===== src/rtl/dma2d_pkg.sv =====
package dma2d_pkg;
  localparam int ADDR_W   = 32;
  localparam int DATA_W   = 32;
  localparam int CNT_W    = 16;
  localparam int IDX_W    = 3;
  localparam int REM_W    = CNT_W + 1;

  localparam logic [IDX_W-1:0] IDX_BASE   = 3'd0;
  localparam logic [IDX_W-1:0] IDX_COUNT  = 3'd1;
  localparam logic [IDX_W-1:0] IDX_STEP   = 3'd2;
  localparam logic [IDX_W-1:0] IDX_MODE   = 3'd3;
  localparam logic [IDX_W-1:0] IDX_CTRL   = 3'd4;
  localparam logic [IDX_W-1:0] IDX_STAT   = 3'd5;

  typedef enum logic [1:0] {
    EW_BYTE = 2'd0,
    EW_HALF = 2'd1,
    EW_WORD = 2'd2,
    EW_WRD2 = 2'd3
  } ewidth_e;

  typedef struct packed {
    logic [ADDR_W-1:0] base;
    logic [CNT_W-1:0]  n_elem;
    logic [CNT_W-1:0]  n_rows;
    logic [CNT_W-1:0]  elem_step;
    logic [CNT_W-1:0]  row_step;
    logic              two_dim;
    logic              circular;
    logic              row_irq_en;
    ewidth_e           ewidth;
  } chan_cfg_t;
endpackage


===== src/rtl/dma2d_cfg_regs.sv =====
module dma2d_cfg_regs
  import dma2d_pkg::*;
(
  input  logic              clk,
  input  logic              rst_n,
  input  logic              we,
  input  logic [IDX_W-1:0]  widx,
  input  logic [DATA_W-1:0] wdata,
  input  logic              busy,
  output chan_cfg_t         cfg,
  output logic              start_req,
  output logic              abort_req
);
  chan_cfg_t cfg_q, cfg_d;
  logic      cfg_en;

  assign cfg_en    = we && !busy && (widx <= IDX_MODE);
  assign abort_req = we && (widx == IDX_CTRL) && wdata[1];
  assign start_req = we && (widx == IDX_CTRL) && wdata[0] && !wdata[1] && !busy;

  always_comb begin
    cfg_d = cfg_q;
    if (cfg_en) begin
      case (widx)
        IDX_BASE:  cfg_d.base = wdata[ADDR_W-1:0];
        IDX_COUNT: begin
          cfg_d.n_elem = wdata[CNT_W-1:0];
          cfg_d.n_rows = wdata[2*CNT_W-1:CNT_W];
        end
        IDX_STEP: begin
          cfg_d.elem_step = wdata[CNT_W-1:0];
          cfg_d.row_step  = wdata[2*CNT_W-1:CNT_W];
        end
        default: begin
          cfg_d.two_dim    = wdata[0];
          cfg_d.circular   = wdata[1];
          cfg_d.row_irq_en = wdata[2];
          cfg_d.ewidth     = ewidth_e'(wdata[4:3]);
        end
      endcase
    end
  end

  always_ff @(posedge clk or negedge rst_n) begin
    if (!rst_n) begin
      cfg_q <= '0;
    end else if (cfg_en) begin
      cfg_q <= cfg_d;
    end
  end

  assign cfg = cfg_q;

  AST_CFG_FROZEN: assert property (@(posedge clk) disable iff (!rst_n)
    busy |=> $stable(cfg_q));
endmodule


===== src/rtl/dma2d_walker.sv =====
module dma2d_walker
  import dma2d_pkg::*;
(
  input  logic              clk,
  input  logic              rst_n,
  input  chan_cfg_t         cfg,
  input  logic              start_req,
  input  logic              abort_req,
  input  logic              ready,
  output logic              valid,
  output logic [ADDR_W-1:0] addr,
  output logic              busy,
  output logic              row_end,
  output logic              buf_end
);
  logic              busy_q, busy_d;
  logic [ADDR_W-1:0] addr_q, addr_d;
  logic [REM_W-1:0]  erem_q, erem_d;
  logic [REM_W-1:0]  rrem_q, rrem_d;
  logic              step_en;
  logic              fire;
  logic [ADDR_W-1:0] elem_inc, row_inc;
  logic [REM_W-1:0]  elem_load, rows_load;

  function automatic logic [REM_W-1:0] load_count(input logic [CNT_W-1:0] c);
    return (c == '0) ? {1'b1, {CNT_W{1'b0}}} : {1'b0, c};
  endfunction

  function automatic logic [ADDR_W-1:0] scale(input logic [CNT_W-1:0] s,
                                               input ewidth_e w);
    logic [ADDR_W-1:0] x;
    x = {{(ADDR_W-CNT_W){s[CNT_W-1]}}, s};
    case (w)
      EW_BYTE: return x;
      EW_HALF: return x << 1;
      default: return x << 2;
    endcase
  endfunction

  assign elem_inc  = scale(cfg.elem_step, cfg.ewidth);
  assign row_inc   = scale(cfg.row_step, cfg.ewidth);
  assign elem_load = load_count(cfg.n_elem);
  assign rows_load = cfg.two_dim ? load_count(cfg.n_rows) : REM_W'(1);

  assign fire    = busy_q && ready && !abort_req;
  assign row_end = fire && (erem_q == REM_W'(1));
  assign buf_end = row_end && (rrem_q == REM_W'(1));
  assign step_en = start_req || abort_req || fire;

  always_comb begin
    busy_d = busy_q;
    addr_d = addr_q;
    erem_d = erem_q;
    rrem_d = rrem_q;
    if (abort_req) begin
      busy_d = 1'b0;
    end else if (start_req) begin
      busy_d = 1'b1;
      addr_d = cfg.base;
      erem_d = elem_load;
      rrem_d = rows_load;
    end else if (buf_end) begin
      busy_d = cfg.circular;
      addr_d = cfg.base;
      erem_d = elem_load;
      rrem_d = rows_load;
    end else if (row_end) begin
      addr_d = addr_q + row_inc;
      erem_d = elem_load;
      rrem_d = rrem_q - REM_W'(1);
    end else if (fire) begin
      addr_d = addr_q + elem_inc;
      erem_d = erem_q - REM_W'(1);
    end
  end

  always_ff @(posedge clk or negedge rst_n) begin
    if (!rst_n) begin
      busy_q <= 1'b0;
      addr_q <= '0;
      erem_q <= '0;
      rrem_q <= '0;
    end else if (step_en) begin
      busy_q <= busy_d;
      addr_q <= addr_d;
      erem_q <= erem_d;
      rrem_q <= rrem_d;
    end
  end

  assign valid = busy_q;
  assign addr  = addr_q;
  assign busy  = busy_q;

  AST_HOLD_ON_STALL: assert property (@(posedge clk) disable iff (!rst_n)
    (busy_q && !ready && !abort_req) |=> (busy_q && $stable(addr_q)));
  AST_COUNTS_LIVE: assert property (@(posedge clk) disable iff (!rst_n)
    busy_q |-> ((erem_q != '0) && (rrem_q != '0)));
  AST_STOP_IDLE: assert property (@(posedge clk) disable iff (!rst_n)
    (buf_end && !cfg.circular) |=> !busy_q);
  AST_CIRC_RELOAD: assert property (@(posedge clk) disable iff (!rst_n)
    (buf_end && cfg.circular) |=> (busy_q && (addr_q == cfg.base)));
  AST_ABORT_IDLE: assert property (@(posedge clk) disable iff (!rst_n)
    abort_req |=> !busy_q);
endmodule


===== src/rtl/dma2d_irq.sv =====
module dma2d_irq
  import dma2d_pkg::*;
(
  input  logic       clk,
  input  logic       rst_n,
  input  logic       row_end,
  input  logic       buf_end,
  input  logic       two_dim,
  input  logic       row_irq_en,
  input  logic [1:0] clr_mask,
  output logic       irq_row,
  output logic       irq_buf,
  output logic [1:0] sticky
);
  logic       row_q, row_d;
  logic       buf_q, buf_d;
  logic [1:0] sticky_q, sticky_d;

  always_comb begin
    row_d    = row_end && two_dim && row_irq_en;
    buf_d    = buf_end;
    sticky_d = (sticky_q & ~clr_mask) | {buf_d, row_d};
  end

  always_ff @(posedge clk or negedge rst_n) begin
    if (!rst_n) begin
      row_q    <= 1'b0;
      buf_q    <= 1'b0;
      sticky_q <= 2'b00;
    end else begin
      row_q    <= row_d;
      buf_q    <= buf_d;
      sticky_q <= sticky_d;
    end
  end

  assign irq_row = row_q;
  assign irq_buf = buf_q;
  assign sticky  = sticky_q;

  AST_STICKY_ROW: assert property (@(posedge clk) disable iff (!rst_n)
    irq_row |-> sticky_q[0]);
  AST_STICKY_BUF: assert property (@(posedge clk) disable iff (!rst_n)
    irq_buf |-> sticky_q[1]);
  AST_ROW_GATED: assert property (@(posedge clk) disable iff (!rst_n)
    !row_irq_en |=> !irq_row);
endmodule


===== src/rtl/dma2d_addr_gen.sv =====
module dma2d_addr_gen
  import dma2d_pkg::*;
(
  input  logic              clk,
  input  logic              rst_n,
  input  logic              reg_we,
  input  logic [IDX_W-1:0]  reg_addr,
  input  logic [DATA_W-1:0] reg_wdata,
  output logic [DATA_W-1:0] reg_rdata,
  output logic              addr_valid,
  input  logic              addr_ready,
  output logic [ADDR_W-1:0] addr_out,
  output logic              busy,
  output logic              irq_row,
  output logic              irq_buf
);
  chan_cfg_t  cfg;
  logic       start_req, abort_req;
  logic       row_end, buf_end;
  logic [1:0] sticky;
  logic [1:0] clr_mask;
  logic       busy_w;

  assign clr_mask = (reg_we && (reg_addr == IDX_STAT)) ? reg_wdata[1:0] : 2'b00;

  dma2d_cfg_regs u_cfg (
    .clk       (clk),
    .rst_n     (rst_n),
    .we        (reg_we),
    .widx      (reg_addr),
    .wdata     (reg_wdata),
    .busy      (busy_w),
    .cfg       (cfg),
    .start_req (start_req),
    .abort_req (abort_req)
  );

  dma2d_walker u_walk (
    .clk       (clk),
    .rst_n     (rst_n),
    .cfg       (cfg),
    .start_req (start_req),
    .abort_req (abort_req),
    .ready     (addr_ready),
    .valid     (addr_valid),
    .addr      (addr_out),
    .busy      (busy_w),
    .row_end   (row_end),
    .buf_end   (buf_end)
  );

  dma2d_irq u_irq (
    .clk        (clk),
    .rst_n      (rst_n),
    .row_end    (row_end),
    .buf_end    (buf_end),
    .two_dim    (cfg.two_dim),
    .row_irq_en (cfg.row_irq_en),
    .clr_mask   (clr_mask),
    .irq_row    (irq_row),
    .irq_buf    (irq_buf),
    .sticky     (sticky)
  );

  assign busy = busy_w;

  always_comb begin
    case (reg_addr)
      IDX_BASE:  reg_rdata = cfg.base;
      IDX_COUNT: reg_rdata = {cfg.n_rows, cfg.n_elem};
      IDX_STEP:  reg_rdata = {cfg.row_step, cfg.elem_step};
      IDX_MODE:  reg_rdata = {27'd0, cfg.ewidth, cfg.row_irq_en, cfg.circular, cfg.two_dim};
      IDX_CTRL:  reg_rdata = {31'd0, busy_w};
      IDX_STAT:  reg_rdata = {30'd0, sticky};
      default:   reg_rdata = '0;
    endcase
  end

  AST_VALID_IS_BUSY: assert property (@(posedge clk) disable iff (!rst_n)
    addr_valid == busy);
  AST_BUF_ONE_CYCLE: assert property (@(posedge clk) disable iff (!rst_n)
    (irq_buf && !cfg.circular) |=> !irq_buf);
endmodule


===== config.mk =====
export PLATFORM = sky130hd
export DESIGN_NAME = dma2d_addr_gen
export DESIGN_NICKNAME = d
export VERILOG_FILES = /design/src/rtl/dma2d_pkg.sv /design/src/rtl/dma2d_cfg_regs.sv /design/src/rtl/dma2d_walker.sv /design/src/rtl/dma2d_irq.sv /design/src/rtl/dma2d_addr_gen.sv
export SDC_FILE = /design/constraint.sdc
export NUM_CORES = 1
export LEC_CHECK = 0
export ABC_AREA = 1
export BUFFER_PORTS_ARGS = -buffer_cell sky130_fd_sc_hd__buf_2
export CORE_MARGIN = 5
export CORE_UTILIZATION = 30
export CTS_BUF_LIST = sky130_fd_sc_hd__clkbuf_4 sky130_fd_sc_hd__clkbuf_8
export DETAILED_ROUTE_END_ITERATION = 6
export HOLD_SLACK_MARGIN = 0.03
export PLACE_DENSITY = 0.47
export SLEW_MARGIN = 5
export SYNTH_ARGS = -nofsm -noshare
export SYNTH_HDL_FRONTEND = slang
export SYNTH_SLANG_ARGS = --single-unit

===== constraint.sdc =====
create_clock -name clk -period 3.4 [get_ports clk]
set_input_delay 0 -clock clk [delete_from_list [all_inputs] [get_ports clk]]
set_output_delay 0 -clock clk [all_outputs]
set_load 0.01 [all_outputs]

==> impl_metrics.env <==
export IMPL_status="completed"
export IMPL_ant_nets=0
export IMPL_htree_levels=4
export IMPL_cts_tree="built"
export IMPL_reg2reg_to="u_walk.addr[28]"
export IMPL_maxSlewViolCount=0
export IMPL_tightest_slew_ps=910
export IMPL_place_gp_congestion=0.907
export IMPL_setup_slack_ps=242
export IMPL_routed_wl_um=42400
export IMPL_cts_root_buf="clkbuf_8"
export IMPL_io_buffer_count=106
export IMPL_synth_async_reset_ratio_pct=100
export IMPL_p_leak_uw=0.00717
export IMPL_crit_required_ps=3790
export IMPL_placedCellCount=2222
export IMPL_slew_headroom_pct=39.4
export IMPL_pre_cts_slack_ps=4.77
export IMPL_peakVddDrop_mv=0.289
export IMPL_reg2reg_slack_ps=240
export IMPL_crit_fanout=3
export IMPL_grt_use_total_pct=20.2
export IMPL_ys_warn_count=0
export IMPL_grt_max_degree=85
export IMPL_timing_rr_start="u_walk.erem_q[6]"
export IMPL_cap_violations=0
export IMPL_die_w_um=204
export IMPL_wire_per_inst_um=18.4
export IMPL_vias_per_cell=4.94
export IMPL_power_density_mw_per_mm2=705
export IMPL_grt_pass1_wl_um=65100
export IMPL_cp_arrival_ps=3550
export IMPL_fin_cells=2301
export IMPL_fp_dieH_um=204
export IMPL_hpwl_um=32100
export IMPL_synth_seq_area_share_pct=38.0
export IMPL_fin_crit_sh_pct=92.9
export IMPL_synth_cells=1611
export IMPL_synth_nets=1686
export IMPL_cp_top_family="simple AND/OR/NAND/NOR gates"
export IMPL_clock_sinks=172
export IMPL_synth_seq_cells=172
export IMPL_initial_core_util_pct=30.2
export IMPL_synth_edff_count=0
export IMPL_path_buf_inv=4
export IMPL_crit_path_top_delay_cell="dfrtp_1"
export IMPL_path_class="reg2reg"
export IMPL_slowest_delay_ps=420
export IMPL_finish_net_count=1852
export IMPL_worstPathCellList="nor2_2, buf_4, nand4_1, nor4_4, nor2_1, a31oi_1, inv_1, fa_2, inv_1, nand3_1, nand2_1, buf_4, nand3_1, nand3b_1, nand2_1, nand3_1, nand3_1, nand2_1, nand2_1"
export IMPL_fillers=4103
export IMPL_synth_cell_types=42
export IMPL_final_setup_viol_count=0
export IMPL_dieArea_mm2=0.0418
export IMPL_grt_pass1_vias=10800
export IMPL_num_vias=11400
export IMPL_syn2layout_area_growth_pct=22.0
export IMPL_hold_viol_final=0
export IMPL_cts_max_path_buffers=2
export IMPL_drt_iter0_markers=851
export IMPL_syn_area_per_cell_um2=7.03
export IMPL_antennaDiodeCount=0
export IMPL_core_mm2=0.0375
export IMPL_antenna_found_initial=0
export IMPL_critPathCaptureType="register"
export IMPL_worstSetupStartpointType="register"
export IMPL_fmax_mhz=317
export IMPL_worstHoldPathType="in2async"
export IMPL_drive_gt1_share_pct=16.3
export IMPL_synth_ff_type="dfrtp_1"
export IMPL_drc=0
export IMPL_clk_latency_ps=500
export IMPL_cts_clk_slew_worst_paths_ps=100
export IMPL_ios=107
export IMPL_period_needed_ps=3160
export IMPL_finalClockSkew_ps=22.4
export IMPL_drt_first_pass_iters=7
export IMPL_numCtsBuffers=17
export IMPL_rr_worst_depth=19
export IMPL_syn_area_mm2=0.0113
export IMPL_grt_ovfl_total=0
export IMPL_rows=71
area by class of cell:
class	instances	area (µm²)	area share, %
clock buffer	18	241	1.75
clock inverter	14	173	1.25
inverter	235	885	6.40
multi-input combinational	1141	6110	44.2
sequential	172	4300	31.1
tap	511	639	4.63
timing repair buffer	210	1470	10.6
cells by family after synthesis:
| logic type | synth area share, % |
|---|---|
| simple gates | 25.3 |
| fa+ha+maj | 4.04 |
| flops | 38.0 |
| xor+xnor | 2.71 |
| compound gates | 19.4 |
| buf+inv | 10.6 |
metrics by stage:
stage	area (µm²)	hold slack [ps]	setup TNS, ps	util (%)	total power, µW
final	13800	107	0	36.9	9740
after global routing	13800	200	-240	36.9	10600
after CTS	13500	161	0	36.0	9440
after detailed placement	12700	150	0	33.8	7750
after global placement	12700	154	0	33.8	7760
after floorplan	11300	-296	0	-	6000
power breakdown:
part / leakage (µW) / internal, µW / switching (µW) / total (µW)
combinational: 0.00479 / 1910 / 3110 / 5020
clock: 0.000203 / 689 / 916 / 1600
sequential: 0.00218 / 2560 / 562 / 3120
total: 0.00717 / 5150 / 4590 / 9740
synthesized netlist by cell type, types with 15 or more instances:
cell      count  area (µm²)
inv_1       226         848
a21oi_1      98         490
ha_1         35         438
o22ai_1      21         131
nand3_1      76         380
xor2_1       30         263
o21ai_1      30         150
clkbuf_1     38         143
dfrtp_1     172        4300
o21ai_0     154         771
nand2_1     475        1780
o221ai_1     40         350
nor2_1       85         319
o211ai_1     15         113
worst max-delay path by stage:
| stage | from | end | slack (ps) | depth (start not counted) |
|---|---|---|---|---|
| finish | u_walk.erem_q[6] | u_walk.addr[28] | 240 | 19 |
| global route | u_walk.erem_q[1] | u_walk.addr[31] | -40 | 24 |
| CTS | u_walk.erem_q[9] | u_walk.addr[22] | 6 | 22 |
| detailed placement | u_walk.erem_q[9] | u_walk.addr[22] | 5 | 21 |
| global placement | u_walk.erem_q[9] | u_walk.addr[22] | 50 | 21 |
| floorplan | u_walk.erem_q[1] | u_walk.addr[29] | 520 | 23 |
layer usage:
layer	routed length (µm)	vias up	GRT usage [%]
li1	-	5609	-
met1	20400	5406	29.2
met2	19500	310	32.3
met3	1830	39	2.40
met4	709	0	4.88
met5	0	-	0
repair_timing:
item                                   CTS  global route
hold buffers                            41             0
setup buffers                            0             6
setup endpoints to repair                2            23
gates resized for setup                  2            79
endpoints found under the hold margin  185             0
pin swaps                                0            13
state kept, by name, summed over array words and instances, names as in the netlist:
register and count:
u_irq.irq_buf 1, u_cfg.cfg 101, u_walk.addr 32, u_irq.sticky 2, u_walk.busy 1, u_irq.irq_row 1, u_walk.erem_q 17, u_walk.rrem_q 17
cell usage in the layout, fill, tap and decap left out, types with 40 or more instances in the layout:
master / Yosys / layout
nand2_1: 475 / 454
inv_1: 226 / 226
dfrtp_1: 172 / 172
o21ai_0: 154 / 146
buf_2: 14 / 105
a21oi_1: 98 / 88
nand3_1: 76 / 72
nor2_1: 85 / 71
buf_4: 4 / 59
dlygate4sd3_1: 0 / 41
o221ai_1: 40 / 40
(Power assumes the default switching activity.)
